===== src/rtl/alarm_irq_ctrl.sv =====
module alarm_irq_ctrl #(
  parameter int TIMEOUT = 16
) (
  input  logic       clk,
  input  logic       rst_n,
  input  logic [1:0] los_i,
  input  logic [1:0] ais_i,
  input  logic [1:0] bpv_i,
  input  logic [1:0] ovf_i,
  input  logic [1:0] dec_en_i,
  input  logic       tx_clk_mon_i,
  input  logic       ref_clk_mon_i,
  input  logic [1:0] addr_i,
  input  logic       rd_i,
  input  logic       wr_i,
  input  logic [7:0] wdata_i,
  output logic [7:0] rdata_o,
  output logic       irq_n_o,
  input  logic [1:0] rpos_i,
  input  logic [1:0] rneg_i,
  output logic [1:0] rpos_o,
  output logic [1:0] rneg_o
);
  localparam int CW = $clog2(TIMEOUT + 1);

  logic [1:0][7:0] mask, st;
  logic [1:0] lat_los, lat_ais, lat_bpv, lat_ovf, lat_sp, intb;
  logic [1:0] los_q, ais_q, losv_q, aisv_q;
  logic [1:0] mon_in, mon_lost;
  logic       clk_lost, aao;

  assign mon_in = {ref_clk_mon_i, tx_clk_mon_i};

  for (genvar k = 0; k < 2; k++) begin : g_mon
    logic [2:0]    sh;
    logic [CW-1:0] cnt;
    always_ff @(posedge clk or negedge rst_n) begin
      if (!rst_n) begin
        sh  <= '0;
        cnt <= '0;
      end else begin
        sh <= {sh[1:0], mon_in[k]};
        if (sh[2] ^ sh[1])           cnt <= '0;
        else if (cnt != CW'(TIMEOUT)) cnt <= cnt + 1'b1;
      end
    end
    assign mon_lost[k] = (cnt == CW'(TIMEOUT));
  end

  assign clk_lost = |mon_lost;

  logic [1:0] rd_st, losv, aisv;
  logic [1:0] ev_los, ev_ais, ev_bpv, ev_ovf, ev_sp;
  logic [1:0] m_los, m_ais, m_bpv, m_ovf, m_sp, chg;

  assign rd_st  = {rd_i && addr_i == 2'd1, rd_i && addr_i == 2'd0};
  assign m_los  = {mask[1][6], mask[0][6]};
  assign m_ais  = {mask[1][4], mask[0][4]};
  assign m_bpv  = {mask[1][3], mask[0][3]};
  assign m_ovf  = {mask[1][2], mask[0][2]};
  assign m_sp   = {mask[1][1], 1'b0};
  assign losv   = los_i & ~{mask[1][7], mask[0][7]};
  assign aisv   = ais_i & ~{mask[1][5], mask[0][5]};
  assign ev_los = los_i & ~los_q;
  assign ev_ais = ais_i & ~ais_q;
  assign ev_bpv = bpv_i & dec_en_i;
  assign ev_ovf = ovf_i;
  assign ev_sp  = {clk_lost, 1'b0};
  assign chg    = (losv ^ losv_q) | (aisv ^ aisv_q) | (ev_los & ~m_los) | (ev_ais & ~m_ais)
                | (ev_bpv & ~m_bpv) | (ev_ovf & ~m_ovf) | (ev_sp & ~m_sp);

  function automatic logic nxt(input logic cur, input logic ev, input logic m, input logic clr);
    return m ? 1'b0 : (ev ? 1'b1 : (clr ? 1'b0 : cur));
  endfunction

  always_ff @(posedge clk or negedge rst_n) begin
    if (!rst_n) begin
      mask    <= '0;
      lat_los <= '0;
      lat_ais <= '0;
      lat_bpv <= '0;
      lat_ovf <= '0;
      lat_sp  <= 2'b01;
      intb    <= '0;
      los_q   <= '0;
      ais_q   <= '0;
      losv_q  <= '0;
      aisv_q  <= '0;
    end else begin
      for (int c = 0; c < 2; c++) begin
        lat_los[c] <= nxt(lat_los[c], ev_los[c], m_los[c], rd_st[c]);
        lat_ais[c] <= nxt(lat_ais[c], ev_ais[c], m_ais[c], rd_st[c]);
        lat_bpv[c] <= nxt(lat_bpv[c], ev_bpv[c], m_bpv[c], rd_st[c]);
        lat_ovf[c] <= nxt(lat_ovf[c], ev_ovf[c], m_ovf[c], rd_st[c]);
        lat_sp[c]  <= nxt(lat_sp[c],  ev_sp[c],  m_sp[c],  rd_st[c]);
        intb[c]    <= nxt(intb[c],    chg[c],    mask[c][0], rd_st[c]);
      end
      if (wr_i && addr_i[1]) mask[addr_i[0]] <= wdata_i;
      los_q  <= los_i;
      ais_q  <= ais_i;
      losv_q <= losv;
      aisv_q <= aisv;
    end
  end

  always_comb begin
    for (int c = 0; c < 2; c++)
      st[c] = {losv[c], lat_los[c], aisv[c], lat_ais[c], lat_bpv[c], lat_ovf[c], lat_sp[c], intb[c]};
  end

  assign rdata_o = addr_i[1] ? mask[addr_i[0]] : st[addr_i[0]];
  assign irq_n_o = ~|{lat_los, lat_ais, lat_bpv, lat_ovf, lat_sp, intb};
  assign aao     = mask[0][1];
  assign rpos_o  = (los_i & {2{aao}}) | (~los_i & rpos_i);
  assign rneg_o  = (los_i & {2{aao}}) | (~los_i & rneg_i);
endmodule


===== config.mk =====
export PLATFORM = sky130hd
export DESIGN_NAME = alarm_irq_ctrl
export DESIGN_NICKNAME = d
export VERILOG_FILES = /design/src/rtl/alarm_irq_ctrl.sv
export SDC_FILE = /design/constraint.sdc
export NUM_CORES = 1
export LEC_CHECK = 0
export CAP_MARGIN = 20
export CORE_ASPECT_RATIO = 0.5
export CORE_MARGIN = 3
export CORE_UTILIZATION = 30
export DETAILED_ROUTE_END_ITERATION = 7
export HOLD_SLACK_MARGIN = 0.05
export PLACE_DENSITY_LB_ADDON = 0.25
export SYNTH_ARGS = -nofsm -noshare
export SYNTH_HDL_FRONTEND = slang
export SYNTH_SLANG_ARGS = --single-unit
export TNS_END_PERCENT = 50

===== constraint.sdc =====
create_clock -name clk -period 1.57 [get_ports clk]
set_input_delay 0.3925 -clock clk [delete_from_list [all_inputs] [get_ports clk]]
set_output_delay 0.3925 -clock clk [all_outputs]
set_load 0.01 [all_outputs]

==> metrics, run 1 <==
final hold vios 0; Final HPWL DP 3920 um; router iterations before antenna repair 4; CP peak stage delay 0.46 ns; clock-pin slew on the worst setup and hold paths 0.06 ns; area occupied by multi-input gates 1010 um2; Slew Limit Fails 0; routability congestion estimate 0.779; Seq/Total Area, Yosys 0.554; WP data arrival 1.43 ns; Worst EP required 1.18 ns; die height 68.6 um; Async SR Flop Fraction 1.00; hold path start g_mon[0].sh[0]; CP Max Fanout 3; crit-path cells and2b_1, mux4_2, buf_6; Yosys warning count 0; area grow syn2layout 44.9%; CTS root buf clkbuf_16; hold endpoint g_mon[0].sh[1]; fin worst setup slack -0.252 ns; Tot Pwr 3610 uW; CTS H-tree lvls 2; hold path depth 0; leakage 0.00157 uW; fill cell count 677; worst reg2reg startpoint g_mon[1].cnt[0]; Core ar. 7460 um2; Setup-failing EPs final 9; Post-Route WL 5260 um; syn avg cell area 12.9 um2; Syn Std Cell Area 2350 um2; worst path buffer plus inverter count 1; WS Path Type reg -> out; Slew headroom 0.736; Max Clock Freq 549 MHz; pin count of the biggest net entering global routing 33; width of the die 131 um; reg2reg setup slack 0.13 ns; Critical Path Sink Type primary output; placed inst area 3120 um2; vias in the first global route 1,815; CP max stage cell mux4_2; pre-CTS setup slack -0.895 ns; Bufs on Longest Clock Path 2; Period Utilization, post-route 1.16; Die ar. 9000 um2; Routed Antenna Nets 0; number of synthesized register bits 52; Primary FF master, synth dfrtp_1; Period minus WS final 1.82 ns; Worst Setup SP mask[15]; number of core rows 22; number of synthesized flops with an enable pin 0; cell count after synthesis 182; pwr/cell area 1060 nW/um2; CTS sink count 52; post-synthesis compound-gate area fraction 0.0516; Synthesized Nets 216; Initial Util 0.315; first-pass GRT wire length 8930 um; # diodes 0; Post-Synth XOR/XNOR Area 0.0522; failing checks setup timing; drt via density 4.37; final net count 304; CP delay by family, top multiplexers; antenna violations before repair 0; cts bufs inserted 5; RSZ-0062 raised after global routing yes; r2r endpoint intb[1]; adder-cell share of the synthesized area 0.0213; max-cap violation count 0; TritonCTS clock tree yes; drt drc 0; I/O Buffers 42; Register Area 1300 um2; Startpoint Class flop; Post-Synth Simple-Gate Area 0.128; R2R cell count 6; clk_lat worst skew 0.29 ns; IO Pins 43; layout cell share with drive strength beyond 1 0.351; Worst-Margin Slew 0.394 ns; hold crit path type reg -> reg; maximum VDD drop 0.000460 V; post-synthesis mux area share 0.162; Synth cell types 36; largest family of logic cells by synthesized area multiplexers; Total GRT Usage 0.129; overflow left after global routing 0; DR WL/cell 13.9 um; status finished, violations left; Iteration-0 DRC Markers 82; Final Cell Area 3410 um2; Clock Skews 0.00812 ns; fin util 0.457; total number of vias 1,657
-- layout by cell type (no fill, tap or decap), types with 3 or more instances in the layout --
master,netlist,routed
clkdlybuf4s50_1,0,20
nand2_1,7,7
mux2_1,4,4
dfrtp_1,51,51
buf_6,1,9
o21ai_1,0,4
nand3_1,4,4
nor2b_1,7,5
mux2_2,12,12
nor2_1,14,14
nor4_2,0,3
a21oi_1,10,10
mux4_2,8,8
buf_2,1,7
xnor2_1,5,5
ha_1,4,4
buf_4,1,36
xor2_1,9,9
clkbuf_16,0,5
inv_1,13,13
-- how the worst max path moves through the flow --
stage	to	cells past startpoint	slack, ns
after global routing	rdata_o[7]	3	-0.30
final	rdata_o[7]	3	-0.25
after global placement	rdata_o[0]	4	-0.90
after CTS	rdata_o[7]	3	-0.26
after detailed placement	rdata_o[1]	4	-0.89
after floorplan	rdata_o[2]	2	0.07
-- cells in the mapped netlist (2+ instances only) --
library cell / count / area share
a211oi_1: 2 / 0.0064
a21oi_1: 10 / 0.021
a31oi_1: 2 / 0.0053
and2b_1: 2 / 0.0064
and4bb_4: 2 / 0.014
dfrtp_1: 51 / 0.54
ha_1: 4 / 0.021
inv_1: 13 / 0.021
mux2_1: 4 / 0.019
mux2_2: 12 / 0.057
mux2i_1: 2 / 0.0085
mux4_2: 8 / 0.077
nand2_1: 7 / 0.011
nand3_1: 4 / 0.0085
nor2_1: 14 / 0.022
nor2b_1: 7 / 0.019
nor3_1: 2 / 0.0043
nor4_1: 3 / 0.0080
o21ai_0: 4 / 0.0085
xnor2_1: 5 / 0.019
xor2_1: 9 / 0.034
-- layer usage --
metal / wire length (um) / up-vias / track usage
met5: 0 / - / 0
met4: 64 / 0 / 0.0471
met3: 194 / 5 / 0.0370
met2: 2700 / 23 / 0.228
met1: 2300 / 819 / 0.155
li1: - / 810 / -
-- report_power, final --
| part | leakage, uW | internal, uW | switching (uW) |
|---|---|---|---|
| registers | 0.000642 | 1520 | 137 |
| clock network | 0.0000679 | 590 | 444 |
| logic | 0.000862 | 566 | 352 |
-- worst register-to-register path: cells and delay by family (launching register included) --
kind	cells	cell delay [ns]
fa+ha+maj	1	0.16
flops	1	0.40
buf+inv	1	0.10
simple gates	3	0.57
compound gates	1	0.13
-- what timing repair did --
item | in CTS | in global routing
resized for setup | 86 | 6
hold endpoints to repair | 8 | 0
cloned | 1 | 0
endpoints found under the setup margin | 23 | 14
buffers inserted | 5 | 6
pin swaps | 2 | 1
hold buffers | 1 | 0
-- kinds of logic (layout without fill, tap and decap cells) --
group	after synthesis	after routing
buffers and inverters	16	105
xor gates and xnor gates	14	14
AOI/OAI and AO/OA	21	21
DFF	52	52
and+or+nand+nor	49	49
muxes	26	26
adders and majority gates	4	4
-- flip-flops by register name, indices dropped and copies added, names as in the netlist, 2 cells and up --
register   count
m_ais          2
mask           6
lat_ais        2
m_bpv          2
los_q          2
g_mon.sh       6
intb           2
ais_q          2
g_mon.cnt     10
lat_sp         2
m_ovf          2
lat_los        2
lat_bpv        2
m_los          2
aisv_q         2
losv_q         2
lat_ovf        2
-- cell type report --
| class | instances | area share |
|---|---|---|
| Timing Repair Buffer | 84 | 0.227 |
| Tap cell | 108 | 0.0397 |
| Clock buffer | 7 | 0.0389 |
| Multi-Input combinational cell | 114 | 0.296 |
| Clock inverter | 1 | 0.00147 |
| Inverter | 13 | 0.0143 |
| Sequential cell | 52 | 0.382 |
-- stage by stage --
stage	std cells	hold slack (ns)	TNS [ns]
final	379	0.350	-1.39
after global routing	379	0.353	-1.78
after CTS	373	0.342	-1.48
after detailed placement	358	0.271	-17.85
after global placement	358	0.272	-16.94
after floorplan	182	0.0969	0
No activity file was read; power rests on OpenSTA's default activity.
==> inputs of run 2 (changes only) <==
CTS_BUF_LIST = sky130_fd_sc_hd__clkbuf_2 sky130_fd_sc_hd__clkbuf_4 sky130_fd_sc_hd__clkbuf_8   (was not set)
SLEW_MARGIN = 5   (was not set)
==> run 2 against run 1 <==
Net effect:
- the run still ends with setup timing left
- clock-buffer cell count did not move
- final area fell by 2.2%
- sequential cell count did not move
- fmax fell by 1.7%
- register-to-register slack got worse by 0.02 ns
- setup slack got worse by 0.032 ns
- die area did not move
- first-iteration DRC count fell by 20%
- via count barely moved
- critical path depth did not move
- critical endpoint is now rdata_o[2]
- routed wire length fell by 0.40%
==> metrics, run 2 (synthesis gave the netlist of run 1 again) <==
status finished, violations left (unchanged); failing checks setup timing (unchanged); Tot Pwr 3320 uW (was 3610 uW); reg2reg setup slack 0.11 ns (was 0.13 ns); Die ar. 9000 um2 (unchanged); pre-CTS setup slack -0.895 ns (unchanged); Slew headroom 0.736 (about the same); clk_lat worst skew 0.30 ns (was 0.29 ns); gr busiest metal met2 (unchanged); met1 Resource Use GR 0.158 (was 0.155); CP Max Fanout 2 (was 3); IO Pins 43 (unchanged); vias in the first global route 1,798 (was 1,815); # diodes 0 (unchanged); RSZ-0062 raised after global routing yes (unchanged); drt via density 4.41 (was 4.37); leakage 0.00154 uW (was 0.00157 uW); pin count of the biggest net entering global routing 33 (unchanged); Global Route met2 Usage 0.227 (was 0.228); maximum VDD drop 0.000392 V (was 0.000460 V); Critical Path Sink Type primary output (unchanged); Worst-Margin Slew 0.395 ns (was 0.394 ns); Initial Util 0.315 (unchanged); WP data arrival 1.46 ns (was 1.43 ns); routability congestion estimate 0.779 (unchanged); I/O Buffers 42 (unchanged); Max Clock Freq 539 MHz (was 549 MHz); hold crit path type in -> reg (was reg -> reg); Final HPWL DP 3920 um (unchanged); Bufs on Longest Clock Path 2 (unchanged); max FFs per register 10 (unchanged); grt met3 use 0.0275 (was 0.0370); first-pass GRT wire length 8890 um (was 8930 um); clock-pin slew on the worst setup and hold paths 0.10 ns (was 0.06 ns); router iterations before antenna repair 4 (unchanged); Total GRT Usage 0.125 (was 0.129); pwr/cell area 995 nW/um2 (was 1060 nW/um2); fill cell count 698 (was 677); Startpoint Class flop (unchanged); cts bufs inserted 5 (unchanged); most common cell after layout, fill and taps aside dfrtp_1 (unchanged); TritonCTS clock tree yes (unchanged); commonest non-fill, non-tap cells in the layout dfrtp_1, buf_4, clkdlybuf4s50_1 (unchanged); die height 68.6 um (unchanged); final hold vios 0 (unchanged); Setup-failing EPs final 9 (unchanged); Slew Limit Fails 0 (unchanged); CTS root buf clkbuf_8 (was clkbuf_16); Clock Skews 0.0142 ns (was 0.00812 ns); Post-Route WL 5240 um (was 5260 um); total number of vias 1,658 (was 1,657); Core ar. 7460 um2 (unchanged); fin worst setup slack -0.284 ns (was -0.252 ns); antenna violations before repair 0 (unchanged); Period Utilization, post-route 1.18 (was 1.16); number of core rows 22 (unchanged); width of the die 131 um (unchanged); CTS H-tree lvls 2 (unchanged); placed inst area 3120 um2 (unchanged); Routed Antenna Nets 0 (unchanged); CTS sink count 52 (unchanged); Period minus WS final 1.85 ns (was 1.82 ns); Iteration-0 DRC Markers 66 (was 82); final net count 301 (was 304); Most flops, register g_mon.cnt (unchanged); Final Cell Area 3330 um2 (was 3410 um2); DR WL/cell 13.9 um (about the same); overflow left after global routing 0 (unchanged); Worst EP required 1.18 ns (about the same); Largest regs g_mon.cnt: 10 flops, g_mon.sh: 6 flops, mask: 6 flops (unchanged); max-cap violation count 0 (unchanged); area grow syn2layout 41.8% (was 44.9%); layout cell share with drive strength beyond 1 0.351 (about the same); drt drc 0 (unchanged); WS Path Type reg -> out (unchanged)
## run 2: changes by cell type in the layout (fill, tap and decap cells not counted), moves of 2 or more
cell / before / now
clkbuf_16: 5 / 0
clkbuf_4: 0 / 2
clkbuf_1: 2 / 0
buf_4: 36 / 32
clkbuf_8: 0 / 5
## run 2: final timing paths
check                                start        endpoint  cells after the start
min in group asynchronous            rst_n  g_mon[1].sh[0]                      2
min reg2reg                 g_mon[0].sh[0]  g_mon[0].sh[1]                      0
min                               ais_i[0]        ais_q[0]                      1
max reg2reg                g_mon[1].cnt[0]         intb[1]                      6
max                             lat_ovf[0]      rdata_o[2]                      3
max in group asynchronous            rst_n       lat_sp[0]                      3
## run 2: area by class of cell
class | instances | area (um2) | share of cell area
Sequential cell | 52 | 1300 | 0.391
Multi-Input combinational cell | 114 | 1010 | 0.303
Timing Repair Buffer | 81 | 748 | 0.224
Tap cell | 108 | 135 | 0.0405
Clock buffer | 7 | 83.8 | 0.0252
Inverter | 13 | 48.8 | 0.0146
Clock inverter | 1 | 5.00 | 0.00150
## run 2: critical path, cell delays in order (launching register included)
cell and delay [ns]:
dfrtp_1 0.43, buf_6 0.14, mux4_2 0.46, buf_6 0.14
## run 2: stage by stage
stage / instances / util / hold WS (ns) / TNS (ns)
global placement: 358 / 0.418 / 0.272 / -16.94
finish: 376 / 0.447 / 0.345 / -1.66
detailed placement: 358 / 0.418 / 0.271 / -17.85
global route: 376 / 0.447 / 0.359 / -2.15
floorplan: 182 / - / 0.0969 / 0
CTS: 373 / 0.442 / 0.337 / -1.75
## run 2: power by group
part	switching (uW)	internal, uW
registers	139	1510
clock network	407	348
logic	351	557
total	896	2420
## run 2: what timing repair did
| action | 4_1_cts | 5_1_grt |
|---|---|---|
| gates cloned | 1 | 0 |
| endpoints found under the hold margin | 8 | 0 |
| gates resized for setup | 82 | 6 |
| setup buffers | 5 | 3 |
| pin swaps | 1 | 1 |
| setup endpoints to repair | 21 | 13 |
| hold buffers | 1 | 0 |
## run 2: per-layer routing
metal / vias to the layer above / share of wire / wire length (um)
met5: - / 0 / 0
met4: 0 / 0.0052 / 27
met3: 2 / 0.026 / 138
met2: 20 / 0.52 / 2720
met1: 831 / 0.45 / 2360
li1: 805 / - / -
